===== config.mk =====
export PLATFORM = sky130hd
export DESIGN_NAME = ucmp_tree_top
export DESIGN_NICKNAME = d
export VERILOG_FILES = /design/src/rtl/cmp_pkg.sv /design/src/rtl/cmp_leaf.sv /design/src/rtl/cmp_merge.sv /design/src/rtl/cmp_tree.sv /design/src/rtl/ucmp_tree_top.sv
export SDC_FILE = /design/constraint.sdc
export NUM_CORES = 1
export LEC_CHECK = 0
export ABC_AREA = 1
export BUFFER_PORTS_ARGS = -buffer_cell sky130_fd_sc_hd__buf_4
export CORE_MARGIN = 5
export CORE_UTILIZATION = 45
export DETAILED_ROUTE_END_ITERATION = 10
export PLACE_DENSITY = 0.85
export SLEW_MARGIN = 40
export SYNTH_ARGS = -nofsm -noshare
export SYNTH_HDL_FRONTEND = slang
export SYNTH_SLANG_ARGS = --single-unit

===== constraint.sdc =====
create_clock -name vclk -period 1.3
set_input_delay 0.13 -clock vclk [all_inputs]
set_output_delay 0.13 -clock vclk [all_outputs]
set_load 0.005 [all_outputs]

===== src/rtl/cmp_pkg.sv =====
package cmp_pkg;

  typedef struct packed {
    logic eq;
    logic lt;
  } cmpFlags_t;

  // number of radix-4 merge levels above LEAVES leaf cells
  function automatic int mergeLevels(input int leaves);
    int n;
    int lv;
    n = leaves;
    lv = 0;
    while (n > 1) begin
      n = n / 4;
      lv = lv + 1;
    end
    return lv;
  endfunction

  // index of the first node of level lvl in the flat node array
  function automatic int nodeBase(input int lvl, input int leaves);
    int base;
    int n;
    base = 0;
    n = leaves;
    for (int k = 0; k < lvl; k++) begin
      base = base + n;
      n = n / 4;
    end
    return base;
  endfunction

endpackage


===== src/rtl/cmp_leaf.sv =====
module cmp_leaf (
  input  logic [1:0] sliceA,
  input  logic [1:0] sliceB,
  output logic       leafEq,
  output logic       leafLt
);
  logic hiSame;
  logic loSame;

  always_comb begin
    hiSame = ~(sliceA[1] ^ sliceB[1]);
    loSame = ~(sliceA[0] ^ sliceB[0]);
    leafEq = hiSame & loSame;
    leafLt = (~sliceA[1] & sliceB[1]) | (hiSame & ~sliceA[0] & sliceB[0]);
  end
endmodule


===== src/rtl/cmp_merge.sv =====
module cmp_merge #(
  parameter int RADIX = 4
) (
  input  logic [RADIX-1:0] grpEq,
  input  logic [RADIX-1:0] grpLt,
  output logic             mrgEq,
  output logic             mrgLt
);
  // group RADIX-1 is the most significant
  always_comb begin
    logic upperSame;
    upperSame = 1'b1;
    mrgLt = 1'b0;
    for (int g = RADIX - 1; g >= 0; g--) begin
      mrgLt = mrgLt | (upperSame & grpLt[g]);
      upperSame = upperSame & grpEq[g];
    end
    mrgEq = upperSame;
  end
endmodule


===== src/rtl/cmp_tree.sv =====
module cmp_tree #(
  parameter int WIDTH = 32
) (
  input  logic [WIDTH-1:0] treeA,
  input  logic [WIDTH-1:0] treeB,
  output logic             rootEq,
  output logic             rootLt
);
  import cmp_pkg::*;

  localparam int RADIX  = 4;
  localparam int LEAVES = WIDTH / 2;
  localparam int LEVELS = mergeLevels(LEAVES);
  localparam int NODES  = nodeBase(LEVELS + 1, LEAVES);
  localparam int ROOT   = nodeBase(LEVELS, LEAVES);

  cmpFlags_t nodeArr [NODES];

  genvar li;
  generate
    for (li = 0; li < LEAVES; li++) begin : g_leaf
      cmp_leaf u_leaf (
        .sliceA (treeA[2*li+1 -: 2]),
        .sliceB (treeB[2*li+1 -: 2]),
        .leafEq (nodeArr[li].eq),
        .leafLt (nodeArr[li].lt)
      );
    end
  endgenerate

  genvar lvl, nj, kc;
  generate
    for (lvl = 1; lvl <= LEVELS; lvl++) begin : g_level
      localparam int CHILD_BASE = nodeBase(lvl - 1, LEAVES);
      localparam int OWN_BASE   = nodeBase(lvl, LEAVES);
      localparam int COUNT      = LEAVES / (RADIX ** lvl);
      for (nj = 0; nj < COUNT; nj++) begin : g_node
        logic [RADIX-1:0] childEq;
        logic [RADIX-1:0] childLt;
        for (kc = 0; kc < RADIX; kc++) begin : g_child
          assign childEq[kc] = nodeArr[CHILD_BASE + RADIX*nj + kc].eq;
          assign childLt[kc] = nodeArr[CHILD_BASE + RADIX*nj + kc].lt;
        end
        cmp_merge #(.RADIX(RADIX)) u_merge (
          .grpEq (childEq),
          .grpLt (childLt),
          .mrgEq (nodeArr[OWN_BASE + nj].eq),
          .mrgLt (nodeArr[OWN_BASE + nj].lt)
        );
      end
    end
  endgenerate

  assign rootEq = nodeArr[ROOT].eq;
  assign rootLt = nodeArr[ROOT].lt;
endmodule


===== src/rtl/ucmp_tree_top.sv =====
module ucmp_tree_top #(
  parameter int WIDTH = 32
) (
  input  logic [WIDTH-1:0] opA,
  input  logic [WIDTH-1:0] opB,
  output logic             isEq,
  output logic             isLt
);
  cmp_tree #(.WIDTH(WIDTH)) u_tree (
    .treeA  (opA),
    .treeB  (opB),
    .rootEq (isEq),
    .rootLt (isLt)
  );
endmodule


==> results by group <==
Floorplan
  • Horiz. Die Dim: ~57 µm
  • Die Outline Area: between 3000 and 4000 µm²
  • Die H: approximately 57 µm
  • # IOs: 66
  • Core area: roughly 2100 µm²
  • Initial core utilization: around 46%
  • Rows: 17

Detailed routing
  • Routed WL: about 3300 µm
  • Via Count: roughly 1300
  • Per-cell routed wire length: 12.3 µm
  • Drc violations: 0
  • Antenna Violating Nets Remaining: 0
  • Initial DRC count: 36
  • DRT Pass-1 Iters: 4
  • Drt via density: between 4 and 5

Finish
  • Layout clock buffer count: 0
  • Antenna cells: 0
  • Layout overhead on the synthesized area: 81.1%
  • Layout cell share with drive strength beyond 1: a little over half
  • Seq cells: 0
  • Final net count: 323
  • Register Area: 0 µm²
  • Fillers: roughly 150
  • Fin util: around 84%

GRT
  • Pin count of the biggest net entering global routing: 4
  • Total global routing overflow: 0
  • Tot GR Track Use: between 15 and 20%
  • Initial antenna violation count: 0
  • Number of global-route vias before repair: 1225
  • First-pass GRT wire length: ~5000 µm

Setup path
  • Worst EP required: 1.17 ns
  • Top delay family on crit path: compound AO/OA/AOI/OAI gates
  • Critical path type: in2out
  • Worst path most repeated cell: nand3_2
  • Crit. Startpoint: opA[25]
  • Startpoint Class: primary input
  • CP max stage delay: ~0.23 ns
  • CP max FO: 2
  • Critical path's slowest cell: a31o_2
  • CP endpoint kind: primary output
  • Buffers & Inverters on Critical Path: 3
  • Critical Path AT: between 1 and 1.5 ns
  • Worst-path cell chain: buf_4 > inv_2 > ha_4 > a31o_2 > nand3_1 > nand3_2 > a21oi_2 > nand3_2 > buf_6

Placed design
  • DP HPWL: roughly 2300 µm
  • Port bufs: 66
  • Final GP Congestion: between 0.7 and 0.8
  • Setup WS pre-CTS: -0.138 ns

Power
  • Worst vdd rail ir drop: 244 µV
  • Combinational share of power: 100.0%
  • Overall power: just under 600 µW
  • Sw frac: between 40% and 50%
  • Clk pwr share: 0%
  • LEAKAGE: ~1.0 nW
  • Cell Pwr Density: between 300 and 400 nW/µm²
  • Register share of total power: 0%
  • Internal: around 320 µW
  • Switch Pwr: between 200 and 300 µW

Min path
  • Hold path start: opB[0]
  • Hold crit path type: in2out

Clock network
  • CTS Hold Buffers Added: 0

STA
  • Final worst slack: -0.0479 ns
  • Relative slew margins: a little under nine tenths
  • Worst Max-Slew Pin Slew: 0.221 ns
  • Pins Over Slew Limit: 0
  • Fin. Hold Viols: 0
  • Tcrit/Tclk final: 104%
  • # setup viols final: 2
  • Final min period: roughly 1.3 ns
  • Setup TNS: -0.0937 ns
  • RSZ-0062 raised after global routing: true
  • Max frequency: between 700 and 800 MHz

Synth
  • Mapped Nets: approximately 250
  • Post-Syn Area: 991 µm²
  • Seq/Total Area, Yosys: 0%
  • Syn_area_per_cell: about 5.7 µm²
  • Distinct cells, synth: 21
  • Post-Syn Instances: 174
  • YS warnings: 0

Run status
  • Status: complete, but fails checks
  • Violated checks: negative setup slack

Flow run
  • Max cap viols: 0
cell usage after synthesis:
| library cell | instances | area (µm²) |
|---|---|---|
| inv_2 | 2 | 7.51 |
| or2_0 | 1 | 6.26 |
| nand3_1 | 15 | 75.1 |
| nor3b_1 | 1 | 7.51 |
| nor2_4 | 4 | 45.0 |
| nor2_2 | 1 | 6.26 |
| a21o_1 | 1 | 7.51 |
| xnor2_1 | 3 | 26.3 |
| nor2_1 | 20 | 75.1 |
| nand2_1 | 32 | 120 |
| a21oi_1 | 5 | 25.0 |
| o21bai_1 | 7 | 52.6 |
| nand3b_4 | 1 | 20.0 |
| o21ai_0 | 4 | 20.0 |
| nand2_2 | 2 | 12.5 |
| ha_1 | 16 | 200 |
| nand4_1 | 1 | 6.26 |
| inv_1 | 50 | 188 |
| a31o_2 | 4 | 35.0 |
| nand3_4 | 2 | 35.0 |
| nand3_2 | 2 | 20.0 |
power by group through the flow:
stage / combinational (mW) / clock (mW) / sequential (mW)
2_1_floorplan: 0.247 / 0 / 0
3_3_place_gp: 0.445 / 0 / 0
3_5_place_dp: 0.454 / 0 / 0
4_1_cts: 0.513 / 0 / 0
5_1_grt: 0.653 / 0 / 0
6_report: 0.587 / 0 / 0
cells by family (layout without fill, tap and decap cells):
| group | count (synthesis) | after routing | synth area share (%) |
|---|---|---|---|
| AO/OA/AOI/OAI | 21 | 21 | 14.1 |
| AND/OR/NAND/NOR | 82 | 82 | 43.3 |
| XOR/XNOR | 3 | 3 | 2.65 |
| adder cells (fa/ha/maj) | 16 | 16 | 20.2 |
| buffers and inverters | 52 | 119 | 19.7 |
worst paths after layout:
check / end / slack, ns / cells after the start
hold / removal: isEq / 0.65 / 5
setup / recovery: isLt / -0.05 / 9
per-layer routing:
metal | global-route usage [%] | vias to the layer above | routed length, µm
met5 | 0 | - | 0
met4 | 2.98 | 0 | 101
met3 | 2.07 | 12 | 166
met2 | 36.9 | 53 | 1860
met1 | 19.3 | 596 | 1170
li1 | - | 673 | -
placed cells by master (no fill, tap or decap), drive strengths merged:
master  instances
or2             1
xnor2           3
a21o            1
nand4           1
nand2          34
nor3b           1
inv            52
a21oi           5
nand3          19
buf            67
o21ai           4
ha             16
nand3b          1
o21bai          7
a31o            4
nor2           25
what timing repair did:
| action | CTS | global route |
|---|---|---|
| resized for setup | 28 | 27 |
| pin swaps | 20 | 16 |
| endpoints found under the setup margin | 2 | 2 |
| hold endpoints to repair | 0 | 0 |
| setup buffers | 0 | 0 |
stage by stage:
| stage | area (µm²) | hold WS (ns) | cells |
|---|---|---|---|
| 2_1_floorplan | 991 | 0.416 | 174 |
| 3_3_place_gp | 1530 | 0.652 | 269 |
| 3_5_place_dp | 1530 | 0.658 | 269 |
| 4_1_cts | 1680 | 0.656 | 269 |
| 5_1_grt | 1790 | 0.696 | 269 |
| 6_report | 1790 | 0.654 | 269 |
cell type report:
type / count / area [µm²] / area share, %
inverters: 52 / 198 / 11.0
multi-input cells: 122 / 1030 / 57.5
repair buffers: 67 / 529 / 29.5
well taps: 28 / 35.0 / 1.95
Power figures use the tool's default switching activity.
